**config.mk**
```make
export PLATFORM = sky130hd
export DESIGN_NAME = irq_cause_ctrl
export DESIGN_NICKNAME = d
export VERILOG_FILES = /design/src/rtl/irq_agg_pkg.sv /design/src/rtl/irq_cause_reg.sv /design/src/rtl/irq_prio_enc.sv /design/src/rtl/irq_spur_cnt.sv /design/src/rtl/irq_cause_ctrl.sv
export SDC_FILE = /design/constraint.sdc
export NUM_CORES = 1
export LEC_CHECK = 0
export ABC_AREA = 1
export BUFFER_PORTS_ARGS = -buffer_cell sky130_fd_sc_hd__buf_4
export CAP_MARGIN = 25
export CORE_ASPECT_RATIO = 1.4
export CORE_UTILIZATION = 29
export DETAILED_ROUTE_END_ITERATION = 8
export HOLD_SLACK_MARGIN = 0.05
export RECOVER_POWER = 25
export SLEW_MARGIN = 10
export SYNTH_ARGS = -nofsm -noshare
export SYNTH_HDL_FRONTEND = slang
export SYNTH_SLANG_ARGS = --single-unit
```
**constraint.sdc**
```tcl
create_clock -name clk_i -period 6.66 [get_ports clk_i]
set_clock_uncertainty 0.15 [all_clocks]
set_input_delay 1.332 -clock clk_i [delete_from_list [all_inputs] [get_ports clk_i]]
set_output_delay 1.332 -clock clk_i [all_outputs]
set_load 0.005 [all_outputs]
```
**src/rtl/irq_agg_pkg.sv**
```systemverilog
package irq_agg_pkg;
    localparam int DATA_W  = 32;
    localparam int NSRC    = 29;
    localparam int SRC_LO  = 1;
    localparam int SUM_ALL = 0;
    localparam int SUM_GA  = 30;
    localparam int SUM_GB  = 31;
    localparam int VEC_W   = $clog2(DATA_W);

    // source positions and the two irregular summary groups
    localparam logic [DATA_W-1:0] SRC_BITS = 32'h3FFF_FFFE;
    localparam logic [DATA_W-1:0] GRP_A    = 32'h3C1F_FFFE;
    localparam logic [DATA_W-1:0] GRP_B    = 32'h03FF_FFFE;

    typedef enum logic {
        SEL_CAUSE = 1'b0,
        SEL_MASK  = 1'b1
    } reg_sel_e;
endpackage

```
**src/rtl/irq_cause_reg.sv**
```systemverilog
module irq_cause_reg #(
    parameter int W = 32,
    parameter logic [W-1:0] KEEP = '1
) (
    input  logic         clk_i,
    input  logic         rst_ni,
    input  logic [W-1:0] set_vec_i,
    input  logic         wr_en_i,
    input  logic [W-1:0] wdata_i,
    output logic [W-1:0] cause_o
);
    typedef struct packed {
        logic [W-1:0] cause;
    } st_t;

    st_t st_d, st_q;

    always_comb begin
        st_d = st_q;
        if (wr_en_i) begin
            st_d.cause = st_q.cause & wdata_i;
        end
        // a new request beats a simultaneous clear
        st_d.cause = (st_d.cause | set_vec_i) & KEEP;
    end

    always_ff @(posedge clk_i or negedge rst_ni) begin
        if (!rst_ni) begin
            st_q <= '0;
        end else begin
            st_q <= st_d;
        end
    end

    assign cause_o = st_q.cause;

    a_r2_set_latches: assert property (@(posedge clk_i) disable iff (!rst_ni)
        (|set_vec_i) |=> ((st_q.cause & $past(set_vec_i & KEEP)) == $past(set_vec_i & KEEP)));

    a_r3_clear_applies: assert property (@(posedge clk_i) disable iff (!rst_ni)
        wr_en_i |=> ((st_q.cause & ~$past(wdata_i) & ~$past(set_vec_i)) == '0));

    a_r3_no_spurious_set: assert property (@(posedge clk_i) disable iff (!rst_ni)
        !wr_en_i |=> ((st_q.cause & ~$past(st_q.cause) & ~$past(set_vec_i)) == '0));
endmodule

```
**src/rtl/irq_prio_enc.sv**
```systemverilog
module irq_prio_enc #(
    parameter int W  = 32,
    parameter int LO = 1,
    localparam int IW = $clog2(W)
) (
    input  logic [W-1:0]  pend_i,
    output logic          valid_o,
    output logic [IW-1:0] idx_o
);
    always_comb begin
        valid_o = 1'b0;
        idx_o   = '0;
        // scan downward so the lowest index is the last to win
        for (int i = W - 1; i >= LO; i--) begin
            if (pend_i[i]) begin
                valid_o = 1'b1;
                idx_o   = IW'(i);
            end
        end
    end
endmodule

```
**src/rtl/irq_spur_cnt.sv**
```systemverilog
module irq_spur_cnt #(
    parameter int CNT_W = 16
) (
    input  logic             clk_i,
    input  logic             rst_ni,
    input  logic             ack_i,
    input  logic             valid_i,
    output logic [CNT_W-1:0] cnt_o
);
    localparam logic [CNT_W-1:0] CNT_MAX = '1;

    typedef struct packed {
        logic [CNT_W-1:0] cnt;
    } st_t;

    st_t st_d, st_q;

    always_comb begin
        st_d = st_q;
        if (ack_i && !valid_i && st_q.cnt != CNT_MAX) begin
            st_d.cnt = st_q.cnt + 1'b1;
        end
    end

    always_ff @(posedge clk_i or negedge rst_ni) begin
        if (!rst_ni) begin
            st_q <= '0;
        end else begin
            st_q <= st_d;
        end
    end

    assign cnt_o = st_q.cnt;

    a_r10_hold_at_max: assert property (@(posedge clk_i) disable iff (!rst_ni)
        (st_q.cnt == CNT_MAX) |=> (st_q.cnt == CNT_MAX));

    a_r10_quiet_when_valid: assert property (@(posedge clk_i) disable iff (!rst_ni)
        (valid_i || !ack_i) |=> $stable(st_q.cnt));

    a_r10_single_step: assert property (@(posedge clk_i) disable iff (!rst_ni)
        (ack_i && !valid_i && st_q.cnt != CNT_MAX) |=> (st_q.cnt == $past(st_q.cnt) + 1'b1));
endmodule

```
**src/rtl/irq_cause_ctrl.sv**
```systemverilog
module irq_cause_ctrl
    import irq_agg_pkg::*;
#(
    parameter int CNT_W = 16
) (
    input  logic              clk_i,
    input  logic              rst_ni,
    input  logic [NSRC-1:0]   src_i,
    input  logic              reg_addr_i,
    input  logic              reg_we_i,
    input  logic [DATA_W-1:0] reg_wdata_i,
    output logic [DATA_W-1:0] reg_rdata_o,
    input  logic              ack_i,
    output logic              irq_o,
    output logic              vec_valid_o,
    output logic [VEC_W-1:0]  vec_o,
    output logic [CNT_W-1:0]  spur_cnt_o
);
    localparam int PAD_W = DATA_W - NSRC - SRC_LO;

    typedef struct packed {
        logic [DATA_W-1:0] mask;
        logic              irq;
        logic              vld;
        logic [VEC_W-1:0]  vec;
    } st_t;

    st_t st_d, st_q;

    reg_sel_e          sel;
    logic [DATA_W-1:0] set_vec;
    logic [DATA_W-1:0] cause_raw;
    logic [DATA_W-1:0] pend_vec;
    logic [DATA_W-1:0] cause_view;
    logic              enc_vld;
    logic [VEC_W-1:0]  enc_idx;
    logic              cause_we;

    assign sel      = reg_sel_e'(reg_addr_i);
    assign set_vec  = {{PAD_W{1'b0}}, src_i, {SRC_LO{1'b0}}};
    assign cause_we = reg_we_i && (sel == SEL_CAUSE);

    irq_cause_reg #(
        .W    (DATA_W),
        .KEEP (SRC_BITS)
    ) u_cause (
        .clk_i     (clk_i),
        .rst_ni    (rst_ni),
        .set_vec_i (set_vec),
        .wr_en_i   (cause_we),
        .wdata_i   (reg_wdata_i),
        .cause_o   (cause_raw)
    );

    assign pend_vec = cause_raw & st_q.mask & SRC_BITS;

    irq_prio_enc #(
        .W  (DATA_W),
        .LO (SRC_LO)
    ) u_enc (
        .pend_i  (pend_vec),
        .valid_o (enc_vld),
        .idx_o   (enc_idx)
    );

    // summary positions are rebuilt from the unmasked cause on every read
    always_comb begin
        cause_view          = cause_raw & SRC_BITS;
        cause_view[SUM_ALL] = |(cause_raw & SRC_BITS);
        cause_view[SUM_GA]  = |(cause_raw & GRP_A);
        cause_view[SUM_GB]  = |(cause_raw & GRP_B);
    end

    always_comb begin
        st_d     = st_q;
        st_d.irq = |pend_vec;
        st_d.vld = enc_vld;
        st_d.vec = enc_idx;
        if (reg_we_i && sel == SEL_MASK) begin
            st_d.mask = reg_wdata_i;
        end
    end

    always_ff @(posedge clk_i or negedge rst_ni) begin
        if (!rst_ni) begin
            st_q <= '0;
        end else begin
            st_q <= st_d;
        end
    end

    assign reg_rdata_o = (sel == SEL_MASK) ? st_q.mask : cause_view;
    assign irq_o       = st_q.irq;
    assign vec_valid_o = st_q.vld;
    assign vec_o       = st_q.vec;

    irq_spur_cnt #(
        .CNT_W (CNT_W)
    ) u_spur (
        .clk_i   (clk_i),
        .rst_ni  (rst_ni),
        .ack_i   (ack_i),
        .valid_i (st_q.vld),
        .cnt_o   (spur_cnt_o)
    );

    a_r8_irq_tracks_pending: assert property (@(posedge clk_i) disable iff (!rst_ni)
        irq_o == $past(|(cause_raw & st_q.mask & SRC_BITS)));

    a_r9_valid_equals_irq: assert property (@(posedge clk_i) disable iff (!rst_ni)
        vec_valid_o == irq_o);

    a_r9_vec_was_pending: assert property (@(posedge clk_i) disable iff (!rst_ni)
        vec_valid_o |-> (((($past(pend_vec)) >> vec_o) & 32'd1) != 32'd0));

    a_r9_vec_in_range: assert property (@(posedge clk_i) disable iff (!rst_ni)
        vec_valid_o |-> (vec_o >= VEC_W'(SRC_LO) && vec_o <= VEC_W'(NSRC)));

    a_r7_mask_loads: assert property (@(posedge clk_i) disable iff (!rst_ni)
        (reg_we_i && sel == SEL_MASK) |=> (st_q.mask == $past(reg_wdata_i)));
endmodule

```
==> results of run 1 <==
==> cells in the mapped netlist, types with 3 or more instances <==
master	instances
inv_1	40
buf_1	3
nand2_4	3
nand3_1	6
nand4_1	10
o21ai_0	29
o21bai_1	16
xnor2_1	6
nor4_1	4
mux2_2	33
a21oi_1	3
dfrtp_1	84
nand2_1	161
clkbuf_1	10
xor2_1	9
nor2_1	42
buf_4	5
nor3_1	7
==> layout by cell type (no fill, tap or decap), drive strengths merged <==
cell	count
a31oi	1
mux2	33
dfrtp	84
o21bai	16
o21ai	29
a21oi	3
bufinv	1
nor3b	1
a21boi	1
nor4	4
xor2	9
nand4	10
nand3	7
nor2	42
clkinv	2
buf	121
clkbuf	13
nand3b	1
inv	41
xnor2	6
o21a	1
clkinvlp	2
nand2	164
ha	1
nor3	8
o211ai	1
==> sequential cells by signal, indices dropped and copies added (netlist names) <==
signal and cells:
vec_valid_o 1, vec_o 5, irq_o 1, st_q 32, u_spur.cnt_o 16, u_cause.cause_o 29
==> per-layer routing <==
metal  GRT usage [%]  share of wire, %  up-vias
met3            2.77               3.7        7
met5               0                 0        -
met2            29.7                55       80
met1            17.4                40     1707
li1                -                 -     1768
met4            5.71               1.2        0
==> metrics by stage <==
stage                     power, mW  std cells  utilization [%]
after floorplan               0.718        481                -
after global placement        0.828        769             37.4
after detailed placement      0.835        770             37.6
after CTS                      1.36        786             39.8
after global routing           1.41        787             39.9
final                          1.34        787             39.9
==> where the power goes <==
| group | internal (mW) | switching [mW] |
|---|---|---|
| clock | 0.312 | 0.204 |
| sequential | 0.553 | 0.0314 |
| combinational | 0.119 | 0.119 |
==> kinds of logic (layout without fill, tap and decap cells) <==
logic type / count (synthesis) / in the layout / synth area share (%)
compound gates: 52 / 52 / 7.45
mux: 33 / 33 / 8.95
simple gates: 237 / 237 / 23.7
buf+inv: 59 / 180 / 5.79
xor+xnor: 15 / 15 / 3.17
flops: 84 / 84 / 50.6
fa+ha+maj: 1 / 1 / 0.301
==> cell type report <==
type / instances / area [um2] / area share (%)
inverters: 41 / 154 / 2.77
clock buffers: 11 / 253 / 4.55
repair buffers: 123 / 948 / 17.1
well taps: 185 / 231 / 4.17
flip-flops and latches: 84 / 2100 / 37.9
clock inverters: 5 / 58.8 / 1.06
multi-input cells: 338 / 1800 / 32.5
==> worst paths after layout <==
kind                            slack (ps)              from                  to  cells after the start
worst max-delay path                  2540        reg_addr_i      reg_rdata_o[0]                      5
worst min-delay path                   370  u_spur.cnt_o[15]    u_spur.cnt_o[15]                      1
worst max register to register        4190   u_spur.cnt_o[0]    u_spur.cnt_o[15]                     11
worst min register to register         370  u_spur.cnt_o[15]    u_spur.cnt_o[15]                      1
max in group asynchronous             3460            rst_ni            st_q[25]                      1
min in group asynchronous             1550            rst_ni  u_cause.cause_o[6]                      1
==> worst max-delay path, cell delays in order <==
cell and delay, ps:
buf_4 420, inv_1 410, nand2_1 190, o211ai_1 100, buf_4 160
==> qor.yml, run 1 <==
synth_edf_count: 0
worst_setup_path_end_kind: "output pin"
fp-row-count: 51
drv_cap: 1
max_slew_margin_pct: -55.5
gp_congestion: 0.840
drive_gt1_share_pct: 28.9
dp_slack_ps: 2530
arrival_ps: 2640
cts_root_buf: "clkbuf_16"
initial_core_util_pct: 29.8
cts_setup_buffers: 0
cts_htree_levels: 3
grtUsageTotal_pct: 15.8
io_buffers: 120
setup_viol: 0
violations: "capacitance limit, slew limit"
grt_pass1_vias: 3698
holdWs_ps: 369
syn_avg_cell_area_um2: 8.63
synth_area_um2: 4150
ios: 121
synth_nets: 548
peakVddDrop_mv: 0.148
gr-total-overflow: 0
ys.flop_type: "dfrtp_1"
drv_slew: 42
synth_top_area_share_pct: 50.6
dp_hpwl_um: 8390
diodes: 0
final.setup.tns_ps: 0
power_density_nw_per_um2: 241
cts_resized: 0
hold_buffers: 0
clockBufferDepth: 2
dieArea_um2: 14800
clk-insertion-delay-late_ps: 330
cts_tree: "yes"
fin_crit_ps: 4120
yosysTopAreaCell: "dfrtp_1"
cts.sink_count: 84
async_flop_share_pct: 100
ant_nets: 0
synth_cells: 481
final_nets: 664
post_synth_num_cell_types: 28
status: "finished with violations"
grt_start_max_net_pins: 85
ys_seq_elements: 84
die_w_um: 103
finalHoldViolCount: 0
grt_pass1_wl_um: 17700
startpoint_type: "input port"
crit_type: "input port to output pin"
worst_ep_required_time_ps: 5180
antenna_found_initial: 0
fmax_mhz: 243
dieHeight_um: 144
first_iter_violations: 60
yosysWarningCount: 0
critPathMaxFanout: 51
worst_slack_ps: 2540
holdCritPathClass: "register to register"
leakagePower_nw: 2.83
vias_per_cell: 4.53
nFillCells: 1461
seq_area_frac_synth_pct: 50.6
synth_area_leaders: "dfrtp_1, nand2_1, mux2_2, nor2_1, inv_1"
numCtsBuffers: 9
postLayoutCellArea_um2: 5550
grt_setup_unrepaired: "false"
period_share_pct: 61.9
core_um2: 13900
vias: 3562
worst_slew_pin_slew_ps: 2330
drt_pass1_iterations: 4
wl_um: 10900
clkSlewWorstSetupHoldPaths_ps: 60
area_growth_pct: 33.7
routedWlPerCell_um: 13.9
dpl_cell_area_um2: 5230
drcViolationCount: 0
Power figures use the tool's default switching activity.
==> inputs of run 2 (changes only) <==
==> constraint.sdc (replaced) <==
create_clock -name clk_i -period 3.95 [get_ports clk_i]
set_clock_uncertainty 0.15 [all_clocks]
set_input_delay 0.79 -clock clk_i [delete_from_list [all_inputs] [get_ports clk_i]]
set_output_delay 0.79 -clock clk_i [all_outputs]
set_load 0.005 [all_outputs]
==> qor.yml, run 2 (same netlist as run 1, synthesis figures left out) <==
status: "finished with violations"
violations: "capacitance limit, slew limit"
fmax_mhz: 353
critPathMaxFanout: 4  # -92%
cts.sink_count: 84  # unchanged
core_um2: 13900  # unchanged
leakagePower_nw: 2.84  # +0.22%
holdWs_ps: 361  # -8.91 ps
use_met1_pct: 17.9  # +0.53 points
io_buffers: 120  # unchanged
cts_htree_levels: 3  # unchanged
wl_um: 10900  # -0.19%
cts_resized: 0  # unchanged
cts_root_buf: "clkbuf_16"
clockBufferDepth: 2  # unchanged
hp-start: "st_q[38]"
grtUsageTotal_pct: 15.7  # -0.089 points
dp_cells: 772  # +0.26%
dp_hpwl_um: 8480  # +1.1%
ant_nets: 0  # unchanged
setup_viol: 0  # unchanged
ios: 121  # unchanged
grt_start_max_net_pins: 72  # -15%
final.setup.tns_ps: 0  # unchanged
total_power_mw: 2.30  # +72%
final_common_cell: "nand2_1"
gr-max-usage-layer: "met2"
clkSlewWorstSetupHoldPaths_ps: 60  # about the same
drive_gt1_share_pct: 29.5  # +0.62 points
grt_pass1_wl_um: 17700  # +0.15%
worst_setup_path_end_kind: "output pin"
cts_setup_buffers: 0  # unchanged
diodes: 0  # unchanged
fp-row-count: 51  # unchanged
antenna_found_initial: 0  # unchanged
rrSetupSlack_ps: 1550  # -2640 ps
grt_use_met2_pct: 29.3  # -0.42 points
clk-insertion-delay-late_ps: 340  # about the same
period_share_pct: 71.8
routedWlPerCell_um: 13.8  # -0.32%
cts_tree: "yes"
max_slew_margin_pct: -19.7  # +36 points
post-route-util_pct: 40.0  # +0.090 points
drcViolationCount: 0  # unchanged
fin_crit_ps: 2840
drt_pass1_iterations: 4  # unchanged
largest_register: "st_q"
hold_buffers: 0  # unchanged
worst_ep_required_time_ps: 3010  # -2170 ps
final_nets: 665  # +0.15%
postLayoutCellArea_um2: 5560  # +0.23%
power_density_nw_per_um2: 413  # +71%
vias: 3553  # -0.25%
peakVddDrop_mv: 0.164  # +11%
grt_setup_unrepaired: "false"
gp_congestion: 0.818  # -2.7%
worst_slew_pin_slew_ps: 1800  # -537 ps
drv_slew: 72  # +71%
r2r-start: "u_spur.cnt_o[0]"
dpl_cell_area_um2: 5240  # +0.14%
die_w_um: 103  # unchanged
finalHoldViolCount: 0  # unchanged
initial_core_util_pct: 29.8  # unchanged
worst_slack_ps: 1110  # -1420 ps
dp_slack_ps: 1120  # -1420 ps
grt_util_met3_pct: 2.14  # -0.63 points
mostFrequentLayoutCells: "nand2_1, buf_4, dfrtp_1"
drv_cap: 1  # unchanged
area_growth_pct: 34.0
largest_reg_flops: 32  # unchanged
startpoint_type: "register"
grt_pass1_vias: 3686  # -0.32%
vias_per_cell: 4.51  # -0.38%
gr-total-overflow: 0  # unchanged
stdcell_count: 788  # +0.13%
dieArea_um2: 14800  # unchanged
first_iter_violations: 137  # +130%
crit_start: "u_cause.cause_o[4]"
crit_type: "register to output pin"
dieHeight_um: 144  # unchanged
numCtsBuffers: 9  # unchanged
arrival_ps: 1900  # -740 ps
holdCritPathClass: "register to register"
-- run 2: worst paths after layout --
kind | end | cells past startpoint
max in group asynchronous | u_cause.cause_o[18] | 2
worst max register to register | u_spur.cnt_o[15] | 11
min in group asynchronous | u_cause.cause_o[5] | 1
worst min register to register | st_q[38] | 1
worst min-delay path | st_q[38] | 1
worst max-delay path | reg_rdata_o[0] | 7
-- run 2: report_power, final --
group	switching (mW)	leakage [nW]	total (mW)	internal, mW
registers	0.0533	0.937	0.986	0.932
clock network	0.343	0.151	0.913	0.570
logic	0.202	1.75	0.401	0.199
total	0.598	2.84	2.30	1.70
-- run 2: final cells by class --
| type | instances | area, um2 |
|---|---|---|
| Clock buffer | 10 | 239 |
| Clock inverter | 6 | 87.6 |
| Fill cell | 1475 | 8350 |
| Inverter | 41 | 154 |
| Multi-Input combinational cell | 338 | 1810 |
| Sequential cell | 84 | 2100 |
| Tap cell | 185 | 231 |
| Timing Repair Buffer | 124 | 941 |
-- run 2: worst max-delay path, stage by stage (launching register included) --
cell	delay, ps
dfrtp_1	410
nor4_1	300
nand3_1	130
nor3_1	240
nand2_1	100
nand2_1	90
o211ai_1	120
buf_4	170
-- run 2: layer usage --
layer	up-vias	wire (um)	part of all wire (%)
li1	1764	-	-
met1	1681	4460	41
met2	94	5900	54
met3	14	348	3.2
met4	0	175	1.6
met5	-	0	0
==> inputs of run 3 (changes only) <==
--- a/config.mk
+++ b/config.mk
@@ -5,7 +5,7 @@
 export SDC_FILE = /design/constraint.sdc
 export NUM_CORES = 1
 export LEC_CHECK = 0
-export ABC_AREA = 1
+export ABC_AREA = 0
 export BUFFER_PORTS_ARGS = -buffer_cell sky130_fd_sc_hd__buf_4
 export CAP_MARGIN = 25
 export CORE_ASPECT_RATIO = 1.4
==> constraint.sdc (replaced) <==
create_clock -name clk_i -period 2.7 [get_ports clk_i]
set_clock_uncertainty 0.15 [all_clocks]
set_input_delay 0.54 -clock clk_i [delete_from_list [all_inputs] [get_ports clk_i]]
set_output_delay 0.54 -clock clk_i [all_outputs]
set_load 0.005 [all_outputs]
==> qor.yml, run 3 <==
status: "completed"
dpl_cell_area_um2: 5230  # -0.14%
async_flop_share_pct: 100  # unchanged
crit_chain: "nor4_4 > nand3_1 > nor4_4 > mux2i_1 > buf_4"
worst_slew_pin_slew_ps: 1140  # -655 ps
worst_slack_ps: 89.9  # -1020 ps
vias: 3295  # -7.3%
yosysMostFrequentCell: "dfrtp_1"
wl_um: 11500  # +6.1%
grt_pass1_vias: 3461  # -6.1%
fin_crit_ps: 2610
antenna_found_initial: 0  # unchanged
holdCritPathClass: "input port to async pin"
crit_type: "register to output pin"
numCtsBuffers: 9  # unchanged
yosysWarningCount: 0  # unchanged
io_buffers: 120  # unchanged
peakVddDrop_mv: 0.246  # +49%
gr-total-overflow: 0  # unchanged
synth_nets: 432  # -21%
ant_nets: 0  # unchanged
grt_pass1_wl_um: 17600  # -0.54%
holdWs_ps: 223  # -138 ps
final_common_cell: "buf_4"
clkSlewWorstSetupHoldPaths_ps: 60  # about the same
worst_ep_required_time_ps: 2010  # -1000 ps
ios: 121  # unchanged
dp_hpwl_um: 8760  # +3.3%
vias_per_cell: 4.88  # +8.3%
worst_setup_path_end_kind: "output pin"
period_share_pct: 96.7
drv_cap: 0  # -1
dieHeight_um: 143  # -0.37%
drcViolationCount: 0  # unchanged
cts_htree_levels: 3  # unchanged
cts_root_buf: "clkbuf_16"
core_um2: 13900  # unchanged
post_synth_num_cell_types: 42  # +50%
syn_avg_cell_area_um2: 11.3  # +31%
diodes: 0  # unchanged
postLayoutCellArea_um2: 5530  # -0.61%
leakagePower_nw: 2.37  # -16%
clk-insertion-delay-late_ps: 340  # about the same
drive_gt1_share_pct: 42.0  # +13 points
cts.sink_count: 84  # unchanged
final.setup.tns_ps: 0  # unchanged
grtUsageTotal_pct: 16.0  # +0.31 points
critPathMaxFanout: 5  # +1
slowest_stage: "dfrtp_1"
dp_cells: 659  # -15%
slowest_delay_ps: 440  # +30 ps
area_growth_pct: 34.2
gp_congestion: 0.820  # +0.29%
synth_area_um2: 4120  # -0.75%
clockBufferDepth: 2  # unchanged
initial_core_util_pct: 29.6  # -0.22 points
yosysTopAreaCell: "dfrtp_1"
drv_slew: 0  # -100%
power_density_nw_per_um2: 593  # +43%
grt_setup_unrepaired: "false"
synth_top_area_share_pct: 51.0  # +0.38 points
die_w_um: 103  # -0.37%
nFillCells: 1406  # -4.7%
seq_area_frac_synth_pct: 51.0  # +0.38 points
largest_reg_flops: 32  # unchanged
fp-row-count: 51  # unchanged
final_nets: 552  # -17%
synth_area_leaders: "dfrtp_1, mux2_2, nand2b_1, o21ai_0, nand2_1"
cpMostUsedCell: "nor4_4"
largest_register: "st_q"
dieArea_um2: 14700  # -0.74%
yosys-top-cells-count: "dfrtp_1, mux2_2, nand2_1, o21ai_0, nand2b_1"
routedWlPerCell_um: 17.1  # +24%
mostFrequentLayoutCells: "buf_4, dfrtp_1, mux2_2"
synth_edf_count: 0  # unchanged
fmax_mhz: 383
stdcell_count: 675  # -14%
startpoint_type: "register"
setup_viol: 0  # unchanged
max_slew_margin_pct: 24.0  # +44 points
dp_slack_ps: 167  # -949 ps
drt_pass1_iterations: 4  # unchanged
ys.flop_type: "dfrtp_1"
first_iter_violations: 105  # -23%
synth_cells: 365  # -24%
ys_seq_elements: 84  # unchanged
cts_tree: "yes"
grt_start_max_net_pins: 47  # -35%
finalHoldViolCount: 0  # unchanged
arrival_ps: 1920  # +20 ps
run 3: metrics by stage:
stage | total power [mW] | utilization (%)
2_1_floorplan | 1.79 | -
3_5_place_dp | 2.12 | 37.6
6_report | 3.28 | 39.7
3_3_place_gp | 2.10 | 37.6
5_1_grt | 3.43 | 39.7
4_1_cts | 3.32 | 39.7
run 3: final cells by class:
cell class	count	area (um2)	share of cell area, %
flip-flops and latches	84	2100	38.0
multi-input cells	264	1960	35.5
repair buffers	124	938	17.0
clock buffers	11	233	4.21
well taps	185	231	4.19
clock inverters	5	52.6	0.950
inverters	2	7.51	0.136
run 3: repair_timing:
action / 4_1_cts / 5_1_grt
endpoints found under the hold margin: 0 / 0
resized for setup: 2 / 2
hold buffers: 0 / 0
setup buffers: 0 / 0
endpoints found under the setup margin: 2 / 2
cloned: 0 / 0
run 3: worst max-delay path, delay by kind of cell, from the launching register on:
kind,cells,cell delay (ps)
mux,1,120
buf+inv,1,160
simple gates,3,870
flops,1,440
run 3: kinds of logic (layout without fill, tap and decap cells):
logic type | count (synthesis) | after routing | synth area share [%]
buf+inv | 17 | 142 | 2.01
simple gates | 120 | 120 | 16.3
flops | 84 | 84 | 51.0
mux | 63 | 63 | 17.2
fa+ha+maj | 1 | 1 | 0.304
xor+xnor | 15 | 15 | 3.19
compound gates | 65 | 65 | 9.96
run 3: layer usage:
| layer | GRT usage, % | wire, um |
|---|---|---|
| met1 | 17.8 | 4560 |
| met2 | 28.8 | 6110 |
| met3 | 3.82 | 621 |
| met4 | 6.54 | 241 |
| met5 | 0 | 0 |
run 3: where the power goes:
group | total (mW) | switching, mW | internal, mW
Combinational | 0.609 | 0.265 | 0.344
Sequential | 1.48 | 0.111 | 1.37
Clock | 1.19 | 0.479 | 0.712
Total | 3.28 | 0.854 | 2.42
run 3: worst paths after layout:
kind,startpoint,endpoint,slack (ps),cells past startpoint
max in group asynchronous,rst_ni,st_q[19],520,2
min,rst_ni,u_spur.cnt_o[9],220,1
max reg2reg,u_spur.cnt_o[2],u_spur.cnt_o[15],850,5
min reg2reg,u_spur.cnt_o[5],u_spur.cnt_o[5],340,1
max,u_cause.cause_o[15],reg_rdata_o[31],90,5
min in group clk_i,src_i[23],u_cause.cause_o[24],240,2
